[config.mk]
export PLATFORM = sky130hd
export DESIGN_NAME = bcd_calendar
export DESIGN_NICKNAME = d
export VERILOG_FILES = /design/src/rtl/cal_pkg.sv /design/src/rtl/cal_subsec.sv /design/src/rtl/cal_wrap_cnt.sv /design/src/rtl/cal_hour.sv /design/src/rtl/cal_date.sv /design/src/rtl/bcd_calendar.sv
export SDC_FILE = /design/constraint.sdc
export NUM_CORES = 1
export LEC_CHECK = 0
export ABC_AREA = 1
export BUFFER_PORTS_ARGS = -buffer_cell sky130_fd_sc_hd__buf_2
export CAP_MARGIN = 25
export CORE_MARGIN = 4
export CORE_UTILIZATION = 60
export CTS_BUF_LIST = sky130_fd_sc_hd__clkbuf_2 sky130_fd_sc_hd__clkbuf_4 sky130_fd_sc_hd__clkbuf_8
export DETAILED_ROUTE_END_ITERATION = 8
export PLACE_DENSITY_LB_ADDON = 0.15
export RECOVER_POWER = 25
export SLEW_MARGIN = 25
export SYNTH_ARGS = -nofsm -noshare
export SYNTH_HDL_FRONTEND = slang
export SYNTH_SLANG_ARGS = --single-unit
[constraint.sdc]
create_clock -name clk -period 5.9 [get_ports clk]
set_input_delay 0.885 -clock clk [delete_from_list [all_inputs] [get_ports clk]]
set_output_delay 0.885 -clock clk [all_outputs]
set_load 0.05 [all_outputs]
[src/rtl/cal_pkg.sv]
// Package: shared constants and BCD helpers for the calendar counter.
// Assumes all stored values are valid packed BCD unless a host wrote otherwise.
package cal_pkg;

    localparam int REG_W  = 8;
    localparam int IDX_W  = 3;
    localparam int N_REGS = 7;

    // Register indices on the write port
    localparam logic [IDX_W-1:0] IDX_SEC  = 3'd0;
    localparam logic [IDX_W-1:0] IDX_MIN  = 3'd1;
    localparam logic [IDX_W-1:0] IDX_HOUR = 3'd2;
    localparam logic [IDX_W-1:0] IDX_WDAY = 3'd3;
    localparam logic [IDX_W-1:0] IDX_MDAY = 3'd4;
    localparam logic [IDX_W-1:0] IDX_MON  = 3'd5;
    localparam logic [IDX_W-1:0] IDX_YEAR = 3'd6;

    // Field masks applied on writes
    localparam logic [REG_W-1:0] MASK_SEC  = 8'h7F;
    localparam logic [REG_W-1:0] MASK_MIN  = 8'h7F;
    localparam logic [REG_W-1:0] MASK_HOUR = 8'h3F;
    localparam logic [REG_W-1:0] MASK_WDAY = 8'h07;
    localparam logic [REG_W-1:0] MASK_MDAY = 8'h3F;
    localparam logic [REG_W-1:0] MASK_MON  = 8'h9F;
    localparam logic [REG_W-1:0] MASK_YEAR = 8'hFF;
    localparam logic [REG_W-1:0] MON_DIGITS = 8'h1F;

    // One BCD step up; no wrap handling, callers decide the wrap point
    function automatic logic [REG_W-1:0] bcd_inc(input logic [REG_W-1:0] v);
        if (v[3:0] >= 4'd9)
            bcd_inc = {v[7:4] + 4'd1, 4'd0};
        else
            bcd_inc = {v[7:4], v[3:0] + 4'd1};
    endfunction

    // A two-digit BCD year is a leap year when its value divides by 4
    function automatic logic leap_year(input logic [REG_W-1:0] y);
        int bin;
        bin = int'(y[7:4]) * 10 + int'(y[3:0]);
        leap_year = (bin % 4) == 0;
    endfunction

    // Last valid day (BCD) of a BCD month
    function automatic logic [REG_W-1:0] month_len(input logic [REG_W-1:0] m,
                                                   input logic leap);
        case (m)
            8'h02:                      month_len = leap ? 8'h29 : 8'h28;
            8'h04, 8'h06, 8'h09, 8'h11: month_len = 8'h30;
            default:                    month_len = 8'h31;
        endcase
    endfunction

endpackage

[src/rtl/cal_subsec.sv]
// Module: sub-second phase divider.
// Counts sub_tick pulses and emits sec_tick on the last pulse of each second.
// Assumes: a write cycle (hold) ignores sub_tick; clear restarts the phase.
module cal_subsec #(
    parameter int TICKS_PER_SEC = 4
) (
    input  logic clk,
    input  logic rst_n,
    input  logic sub_tick,
    input  logic hold,
    input  logic clear,
    output logic sec_tick
);
    localparam int PH_W = (TICKS_PER_SEC > 1) ? $clog2(TICKS_PER_SEC) : 1;
    localparam logic [PH_W-1:0] PH_LAST = PH_W'(TICKS_PER_SEC - 1);

    logic [PH_W-1:0] phase;
    logic            at_last;

    assign at_last  = (phase == PH_LAST);
    assign sec_tick = sub_tick && !hold && at_last;

    // Phase register: restart on clear, count unheld sub-ticks otherwise
    always_ff @(posedge clk) begin
        if (!rst_n)
            phase <= '0;
        else if (clear)
            phase <= '0;
        else if (sub_tick && !hold)
            phase <= at_last ? '0 : phase + 1'b1;
    end

endmodule

[src/rtl/cal_wrap_cnt.sv]
// Module: generic BCD counter with a wrap value and a masked host write.
// Carry is raised combinationally when an increment hits the top value.
// Assumes inc and wr are never both high (the divider holds during writes).
module cal_wrap_cnt
    import cal_pkg::*;
#(
    parameter logic [REG_W-1:0] MASK = 8'h7F,
    parameter logic [REG_W-1:0] RST  = 8'h00,
    parameter logic [REG_W-1:0] TOP  = 8'h59,
    parameter logic [REG_W-1:0] BOT  = 8'h00
) (
    input  logic             clk,
    input  logic             rst_n,
    input  logic             inc,
    input  logic             wr,
    input  logic [REG_W-1:0] wr_data,
    output logic [REG_W-1:0] q,
    output logic             carry
);
    logic at_top;

    assign at_top = (q >= TOP);
    assign carry  = inc && at_top;

    // Value register: write wins, else step or wrap on inc
    always_ff @(posedge clk) begin
        if (!rst_n)
            q <= RST;
        else if (wr)
            q <= wr_data & MASK;
        else if (inc)
            q <= at_top ? BOT : bcd_inc(q);
    end

endmodule

[src/rtl/cal_hour.sv]
// Module: hour register in 24-hour BCD or 12-hour BCD with PM flag (bit 5).
// In 12-hour form midnight and noon both read 12; day carry is 11 PM -> 12 AM.
// Assumes the mode input is steady; switching modes does not convert the value.
module cal_hour
    import cal_pkg::*;
(
    input  logic             clk,
    input  logic             rst_n,
    input  logic             hour24,
    input  logic             inc,
    input  logic             wr,
    input  logic [REG_W-1:0] wr_data,
    output logic [REG_W-1:0] q,
    output logic             day_carry
);
    logic [REG_W-1:0] nxt;
    logic             wrap_day;

    // Next hour and day-carry for one hour step in the selected form
    always_comb begin
        nxt      = q;
        wrap_day = 1'b0;
        if (hour24) begin
            if (q >= 8'h23) begin
                nxt      = 8'h00;
                wrap_day = 1'b1;
            end else begin
                nxt = bcd_inc(q);
            end
        end else begin
            if (q[4:0] == 5'h11) begin
                nxt      = {2'b00, ~q[5], 5'h12};
                wrap_day = q[5];
            end else if (q[4:0] >= 5'h12) begin
                nxt = {2'b00, q[5], 5'h01};
            end else begin
                nxt = {2'b00, q[5], 5'h00} | bcd_inc(q & 8'h1F);
            end
        end
    end

    assign day_carry = inc && wrap_day;

    // Hour register: write wins over a step
    always_ff @(posedge clk) begin
        if (!rst_n)
            q <= 8'h00;
        else if (wr)
            q <= wr_data & MASK_HOUR;
        else if (inc)
            q <= nxt;
    end

endmodule

[src/rtl/cal_date.sv]
// Module: weekday, day of month, month with century flag, and year.
// Month length follows the month and a divisible-by-4 leap rule on the year.
// Assumes day_inc is a single-cycle carry from the hour register.
module cal_date
    import cal_pkg::*;
(
    input  logic             clk,
    input  logic             rst_n,
    input  logic             day_inc,
    input  logic             wr_wday,
    input  logic             wr_mday,
    input  logic             wr_mon,
    input  logic             wr_year,
    input  logic [REG_W-1:0] wr_data,
    output logic [REG_W-1:0] wday_q,
    output logic [REG_W-1:0] mday_q,
    output logic [REG_W-1:0] mon_q,
    output logic [REG_W-1:0] year_q
);
    logic [REG_W-1:0] last_day;
    logic [REG_W-1:0] mon_nxt;
    logic             mday_wrap;
    logic             mon_inc;
    logic             mon_wrap;
    logic             year_carry;

    assign last_day  = month_len(mon_q & MON_DIGITS, leap_year(year_q));
    assign mday_wrap = (mday_q >= last_day);
    assign mon_inc   = day_inc && mday_wrap;
    assign mon_wrap  = ((mon_q & MON_DIGITS) >= 8'h12);

    // Next month: digits step or wrap, century flag flips on year wrap
    always_comb begin
        mon_nxt = {mon_q[7] ^ year_carry, 7'h00}
                | (mon_wrap ? 8'h01 : bcd_inc(mon_q & MON_DIGITS));
    end

    // Weekday register: 0..6 cycle
    always_ff @(posedge clk) begin
        if (!rst_n)
            wday_q <= 8'h00;
        else if (wr_wday)
            wday_q <= wr_data & MASK_WDAY;
        else if (day_inc)
            wday_q <= (wday_q >= 8'h06) ? 8'h00 : wday_q + 8'h01;
    end

    // Day-of-month register: wraps to 01 at the month length
    always_ff @(posedge clk) begin
        if (!rst_n)
            mday_q <= 8'h01;
        else if (wr_mday)
            mday_q <= wr_data & MASK_MDAY;
        else if (day_inc)
            mday_q <= mday_wrap ? 8'h01 : bcd_inc(mday_q);
    end

    // Month register: digits plus century flag
    always_ff @(posedge clk) begin
        if (!rst_n)
            mon_q <= 8'h01;
        else if (wr_mon)
            mon_q <= wr_data & MASK_MON;
        else if (mon_inc)
            mon_q <= mon_nxt;
    end

    cal_wrap_cnt #(
        .MASK (MASK_YEAR),
        .RST  (8'h00),
        .TOP  (8'h99),
        .BOT  (8'h00)
    ) u_year (
        .clk     (clk),
        .rst_n   (rst_n),
        .inc     (mon_inc && mon_wrap),
        .wr      (wr_year),
        .wr_data (wr_data),
        .q       (year_q),
        .carry   (year_carry)
    );

endmodule

[src/rtl/bcd_calendar.sv]
// Module: top of the BCD calendar time counter.
// Divides sub_tick into seconds and ripples the carry through all registers
// in one cycle. Any write cycle freezes counting and the written value wins.
// Assumes sub_tick and the write port are synchronous to clk.
module bcd_calendar
    import cal_pkg::*;
#(
    parameter int TICKS_PER_SEC = 4
) (
    input  logic             clk,
    input  logic             rst_n,
    input  logic             sub_tick,
    input  logic             hour24,
    input  logic             wr_en,
    input  logic [IDX_W-1:0] wr_idx,
    input  logic [REG_W-1:0] wr_data,
    output logic [REG_W-1:0] sec_bcd,
    output logic [REG_W-1:0] min_bcd,
    output logic [REG_W-1:0] hour_bcd,
    output logic [REG_W-1:0] wday_bcd,
    output logic [REG_W-1:0] mday_bcd,
    output logic [REG_W-1:0] month_bcd,
    output logic [REG_W-1:0] year_bcd,
    output logic             sec_pulse,
    output logic             min_pulse
);
    localparam int N_MS = 2;

    logic [N_REGS-1:0] wr_sel;
    logic [N_MS:0]     ms_chain;
    logic [REG_W-1:0]  ms_q [N_MS];
    logic              sec_tick;
    logic              day_inc;

    // Decode the write index into one select per register
    always_comb begin
        for (int k = 0; k < N_REGS; k++)
            wr_sel[k] = wr_en && (wr_idx == IDX_W'(k));
    end

    cal_subsec #(
        .TICKS_PER_SEC (TICKS_PER_SEC)
    ) u_subsec (
        .clk      (clk),
        .rst_n    (rst_n),
        .sub_tick (sub_tick),
        .hold     (wr_en),
        .clear    (wr_sel[IDX_SEC]),
        .sec_tick (sec_tick)
    );

    assign ms_chain[0] = sec_tick;

    // Seconds then minutes: identical 00..59 counters chained by carry
    for (genvar g = 0; g < N_MS; g++) begin : g_ms
        cal_wrap_cnt #(
            .MASK (MASK_SEC),
            .RST  (8'h00),
            .TOP  (8'h59),
            .BOT  (8'h00)
        ) u_cnt (
            .clk     (clk),
            .rst_n   (rst_n),
            .inc     (ms_chain[g]),
            .wr      (wr_sel[g]),
            .wr_data (wr_data),
            .q       (ms_q[g]),
            .carry   (ms_chain[g+1])
        );
    end

    assign sec_bcd = ms_q[0];
    assign min_bcd = ms_q[1];

    cal_hour u_hour (
        .clk       (clk),
        .rst_n     (rst_n),
        .hour24    (hour24),
        .inc       (ms_chain[N_MS]),
        .wr        (wr_sel[IDX_HOUR]),
        .wr_data   (wr_data),
        .q         (hour_bcd),
        .day_carry (day_inc)
    );

    cal_date u_date (
        .clk     (clk),
        .rst_n   (rst_n),
        .day_inc (day_inc),
        .wr_wday (wr_sel[IDX_WDAY]),
        .wr_mday (wr_sel[IDX_MDAY]),
        .wr_mon  (wr_sel[IDX_MON]),
        .wr_year (wr_sel[IDX_YEAR]),
        .wr_data (wr_data),
        .wday_q  (wday_bcd),
        .mday_q  (mday_bcd),
        .mon_q   (month_bcd),
        .year_q  (year_bcd)
    );

    // Strobes: registered alongside the counters they describe
    always_ff @(posedge clk) begin
        if (!rst_n) begin
            sec_pulse <= 1'b0;
            min_pulse <= 1'b0;
        end else begin
            sec_pulse <= ms_chain[0];
            min_pulse <= ms_chain[1];
        end
    end

endmodule

==> results of run 1 <==
==> synthesized netlist by cell type (all sizes together), types with 2 or more instances <==
cell type	count
nor2	67
buf	5
a211oi	2
xnor2	3
inv	98
o22ai	15
ha	35
nand3	33
nand4	11
o2111ai	3
nand2	146
dfxtp	59
clkbuf	4
a31oi	20
or2	2
o21ai	24
nor3	15
nand3b	5
a21oi	34
o211ai	2
xor2	8
==> state kept, by name (all words and copies together) (netlist names) <==
register,flops
u_subsec.phase,2
g_ms.u_cnt.q,16
sec_pulse,1
u_date.wday_q,8
u_hour.q,8
u_date.u_year.q,8
u_date.mon_q,7
min_pulse,1
u_date.mday_q,8
==> final timing paths <==
kind                                 startpoint                  to
worst min-delay path            u_date.mon_q[5]     u_date.mon_q[5]
worst max register to register  u_date.mon_q[0]  u_date.u_year.q[0]
worst max-delay path            u_date.mon_q[0]  u_date.u_year.q[0]
worst min register to register  u_date.mon_q[5]     u_date.mon_q[5]
==> power by group through the flow <==
| stage | registers, mW | logic [mW] | clock network [mW] |
|---|---|---|---|
| floorplan | 0.442 | 0.0567 | 0 |
| global placement | 0.423 | 0.104 | 0 |
| detailed placement | 0.423 | 0.106 | 0 |
| CTS | 0.414 | 0.106 | 0.398 |
| global route | 0.415 | 0.116 | 0.415 |
| finish | 0.415 | 0.107 | 0.392 |
==> metrics by stage <==
step                      std cells  util [%]
after detailed placement        736      69.2
after global routing            752      72.0
after floorplan                 596         -
final                           752      72.0
after CTS                       752      72.5
after global placement          736      69.2
==> cell families (layout without fill, tap and decap cells) <==
kind of cell,after synthesis,after routing,synth area share [%]
AO/OA/AOI/OAI,102,102,15.3
XOR/XNOR,11,11,2.36
adder cells (fa/ha/maj),35,35,10.7
buffers and inverters,108,187,10.3
flip-flops,59,59,28.9
other,1,1,0.0918
AND/OR/NAND/NOR,280,280,32.3
==> layer usage <==
metal	track usage, %	routed length (microns)	up-vias
met5	0	0	-
met4	10.1	277	0
met3	6.17	892	29
met2	42.8	4960	208
met1	32.7	4630	1924
li1	-	-	2091
==> worst max-delay path, cell delays in order (launching register included) <==
cell and delay [ps]:
dfxtp_1 370, inv_1 100, ha_1 170, inv_1 70, nor3_1 330, o21ai_0 200
nand4_1 120, inv_1 50, ha_1 260, nand2_1 50, nor2_1 110, nand2_1 90
nand3_2 170, nand3_2 100, nand2_2 250, inv_1 130, nand2_1 100, a21oi_2 50
==> final cells by class <==
type                    count  area, sq um
repair buffers             72          347
clock inverters             4         47.5
inverters                  99          372
multi-input cells         429         2470
fillers                   568         1820
well taps                  77         96.3
flip-flops and latches     59         1180
clock buffers              12          165
==> run_results.csv, run 1 <==
group,metric,value,unit
status,outcome,"complete, no violations",
synthesis,yosys_warnings,0,
drt,antenna_left,0,
placed_design,dp_hpwl,8.08,mm
synthesis,synthCells,596,
layout,drive_gt1_share,18.4,%
power,sw_frac_of_total,27.6,%
sta,worst_slew_pin_slew,1170,ps
job,maxCapViolations,0,
clock_network,cts_hold_buf,0,
setup_path,cp_data_arrival_time,3050,ps
worst_hold_path,hold_class,"reg -> reg",
placed_design,placed_area,4490,sq um
sta,setup_ws,3020,ps
floorplan,dieWidth,90.5,microns
sta,setup_tns,0,ps
synthesis,yosysSeqAreaShare,28.9,%
power,internal_power,661,uW
sta,fin_skew,10.5,ps
synthesis,syn_avg_cell_area,6.86,sq um
power,cellPowerDensity,195,nW/um^2
clock_network,ctsRootBufferMaster,"clkbuf_8",
worst_hold_path,min_delay_path_depth,2,
synthesis,netlist_area,4090,sq um
placed_design,place_ws,3060,ps
placed_design,globalplace.congestion,0.926,
global_routing,grt_pass1_wl,17.8,mm
drt,routed_wirelength,10.8,mm
drt,drt-initial-drc-count,289,
floorplan,io_pins,74,
synthesis,yosys.area.top_type_share,28.9,%
sta,setup_violations,0,
clock_network,postCtsSetupRepairBufs,0,
power,switchingPower,252,uW
clock_network,cts_sinks,59,
drt,wl_per_cell,14.3,microns
global_routing,globalRouteOverflowTotal,0,
placed_design,port_buffers,72,
setup_path,cp-start-kind,"flip-flop",
sta,slew_headroom,21.9,%
power,leakage,2.24,nW
synthesis,synth_flop_cell,"dfxtp_1",
setup_path,crit_fanout,13,
clock_network,cts_buffers,9,
setup_path,crit_required,6070,ps
power,combPwrFrac,11.7,%
synthesis,synth_edf_count,0,
drt,via_count,4252,
sta,drv_slew,0,
drt,drc,0,
synthesis,synth.area.top_cells,"dfxtp_1 29%, nand2_1 12%, ha_1 11%, inv_1 8.0%, nor2_1 5.2%",
setup_path,regToRegSetupSlack,3020,ps
synthesis,ys_ff_latch,59,
clock_network,clock_latency,340,ps
power,irDropWorstVdd,0.000166,V
global_routing,grt_pass1_vias,3878,
clock_network,cts-resized-gates,0,
sta,hold_viol_final,0,
layout,finish.instance_area,4680,sq um
clock_network,cts_tree,"yes",
clock_network,htree_num_levels,3,
synthesis,synth_fp_nets,647,
sta,grt_setup_unrepaired,"false",
floorplan,fp-row-count,29,
synthesis,async_reset_ff_share,0,%
sta,max_freq,347,MHz
global_routing,grt_antenna_before_repair,0,
clock_network,clk_pin_slew,70,ps
power,total_power,913,uW
floorplan,die_h,90.5,microns
layout,final_common_cell,"nand2_1",
clock_network,cts_max_path_buffers,2,
layout,diodes,0,
floorplan,dieArea,8190,sq um
floorplan,core,6490,sq um
sta,timing.final.crit_share,48.8,%
power,power_frac_clock,42.9,%
power,p_seq_share,45.4,%
layout,layout_common_cells,"134 x nand2_1, 88 x inv_1, 61 x buf_2",
sta,hold_ws,447,ps
global_routing,track_usage,26.0,%
setup_path,crit_type,"reg -> reg",
setup_path,endpoint_kind,"flip-flop",
layout,fin_nets,721,
drt,vias_per_cell,5.65,
synthesis,yosysTopAreaCell,"dfxtp_1",
drt,dr.pass1.iters,5,
global_routing,grt_start_max_net_pins,34,
sta,fin_crit,2880,ps
synthesis,ys_types,40,
layout,syn_to_final_growth,14.4,%
floorplan,start_util,62.9,%
setup_path,ff2ff_path_depth,17,
No activity file was read; power rests on OpenSTA's default activity.
==> inputs of run 2 (changes only) <==
--- a/config.mk
+++ b/config.mk
@@ -9,7 +9,7 @@
 export BUFFER_PORTS_ARGS = -buffer_cell sky130_fd_sc_hd__buf_2
 export CAP_MARGIN = 25
 export CORE_MARGIN = 4
-export CORE_UTILIZATION = 60
+export CORE_UTILIZATION = 58
 export CTS_BUF_LIST = sky130_fd_sc_hd__clkbuf_2 sky130_fd_sc_hd__clkbuf_4 sky130_fd_sc_hd__clkbuf_8
 export DETAILED_ROUTE_END_ITERATION = 8
 export PLACE_DENSITY_LB_ADDON = 0.15
==> constraint.sdc (replaced) <==
create_clock -name clk -period 2.9 [get_ports clk]
set_input_delay 0.435 -clock clk [delete_from_list [all_inputs] [get_ports clk]]
set_output_delay 0.435 -clock clk [all_outputs]
set_load 0.05 [all_outputs]
==> run 2 against run 1 <==
Combinational power rose by 110%. Worst setup slack worse by 2700 ps. Die area rose by 3.1%. Core utilization is 3.0 points lower. Sequential share of layout area shrank 0.19 points. Clock skew decreased by 1.8 ps. Global-route usage grew 0.22 points. Power up 100%. Design area rose by 0.78%. Count of clock-buffer cells in the layout did not move.
==> run_results.csv, run 2 (synthesized netlist as in run 1, its figures left out) <==
group,metric,value,unit
status,outcome,"complete, no violations",
job,maxCapViolations,0,
layout,largest_register_ffs,16,
placed_design,place_ws,131,ps
layout,final_common_cell,"nand2_1",
layout,layout_common_cells,"134 x nand2_1, 88 x inv_1, 59 x dfxtp_1",
worst_hold_path,min_delay_path_depth,3,
sta,setup_violations,0,
layout,fill_cells,611,
drt,antenna_left,0,
layout,syn_to_final_growth,15.3,%
placed_design,dp_hpwl,8.26,mm
clock_network,ctsRootBufferMaster,"clkbuf_8",
clock_network,cts_max_path_buffers,2,
placed_design,dp_cells,757,
global_routing,grt_pass1_wl,18.1,mm
floorplan,io_pins,74,
power,irDropWorstVdd,0.000256,V
drt,via_count,4248,
drt,routed_wirelength,10.9,mm
clock_network,clock_latency,330,ps
clock_network,postCtsSetupRepairBufs,0,
clock_network,cts-resized-gates,0,
sta,timing.final.crit_share,89.6,%
drt,drc,0,
placed_design,globalplace.congestion,0.899,
power,leakage,2.19,nW
clock_network,cts_sinks,59,
layout,largest_register,"g_ms.u_cnt.q",
floorplan,fp-row-count,30,
sta,setup_ws,301,ps
setup_path,crit_type,"reg -> reg",
sta,fin_skew,8.70,ps
drt,vias_per_cell,5.50,
setup_path,timing.rr.start,"u_date.mon_q[0]",
sta,worst_slew_pin_slew,1080,ps
global_routing,grt_pass1_vias,3908,
setup_path,cp-start-kind,"flip-flop",
drt,dr.pass1.iters,7,
floorplan,start_util,59.8,%
sta,slew_headroom,27.8,%
floorplan,core,6830,sq um
setup_path,crit_required,3170,ps
sta,setup_tns,0,ps
global_routing,grt_start_max_net_pins,25,
global_routing,track_usage,26.2,%
setup_path,r2r_end,"u_date.mday_q[5]",
layout,final_cells,773,
clock_network,cts_tree,"yes",
floorplan,dieWidth,91.9,microns
worst_hold_path,holdPathEnd,"u_date.wday_q[0]",
clock_network,clk_pin_slew,70,ps
sta,grt_setup_unrepaired,"false",
setup_path,cp_data_arrival_time,2860,ps
sta,hold_viol_final,0,
setup_path,regToRegSetupSlack,300,ps
sta,drv_slew,0,
clock_network,htree_num_levels,3,
worst_hold_path,hold_start,"wr_data[0]",
global_routing,globalRouteOverflowTotal,0,
worst_hold_path,hold_class,"in -> reg",
setup_path,endpoint_kind,"flip-flop",
placed_design,port_buffers,72,
layout,diodes,0,
clock_network,cts_buffers,9,
layout,drive_gt1_share,17.0,%
drt,wl_per_cell,14.1,microns
layout,fin_nets,723,
clock_network,cts_hold_buf,0,
drt,drt-initial-drc-count,257,
sta,max_freq,385,MHz
setup_path,crit_fanout,7,
power,cellPowerDensity,394,nW/um^2
global_routing,grt_antenna_before_repair,0,
setup_path,ff2ff_path_depth,17,
setup_path,cp-startpoint,"u_date.mon_q[0]",
floorplan,dieArea,8450,sq um
sta,fin_crit,2600,ps
floorplan,die_h,91.9,microns
## run 2: worst max-delay path, stage by stage, from the launching register on
cell and delay (ps):
dfxtp_1 370, inv_1 100, ha_1 170, inv_1 80
nor3_2 240, o21ai_0 160, nand4_1 110, inv_1 50
ha_1 260, nand2_1 70, nor2_1 40, nand2_1 90
nand3_2 180, nor2_2 210, nor2_1 90, nor2_1 130
nand2_1 70, a21oi_1 130
## run 2: worst max-delay path by stage
stage	endpoint	slack (ps)	cells past startpoint
2_1_floorplan	u_date.mday_q[4]	170	16
3_3_place_gp	u_date.u_year.q[0]	350	17
3_5_place_dp	u_date.u_year.q[0]	130	17
4_1_cts	u_date.mday_q[4]	100	17
5_1_grt	u_date.u_year.q[1]	20	17
6_report	u_date.mday_q[5]	300	17
## run 2: metrics by stage
step / power (mW) / util, % / hold slack (ps) / area, sq um
finish: 1.86 / 69.0 / 423 / 4710
global route: 1.93 / 69.0 / 414 / 4710
CTS: 1.86 / 69.4 / 417 / 4740
detailed placement: 1.08 / 66.4 / 425 / 4530
global placement: 1.07 / 66.4 / 423 / 4530
floorplan: 1.01 / - / 444 / 4090
## run 2: per-layer routing
metal	track usage [%]	share of wire [%]
met2	42.6	47
met1	34.6	43
met3	4.76	7.5
met5	0	0
met4	10.1	2.2
## run 2: power by group
group	switching, mW	total (mW)	internal, mW
combinational	0.161	0.220	0.0587
sequential	0.0196	0.843	0.823
clock	0.340	0.793	0.452
## run 2: layout make-up
cell class	instances	area (sq um)	area share (%)
Tap cell	96	120	2.55
Inverter	99	372	7.89
Clock buffer	12	159	3.37
Sequential cell	59	1180	25.1
Timing Repair Buffer	74	344	7.30
Clock inverter	4	48.8	1.04
Multi-Input combinational cell	429	2490	52.8
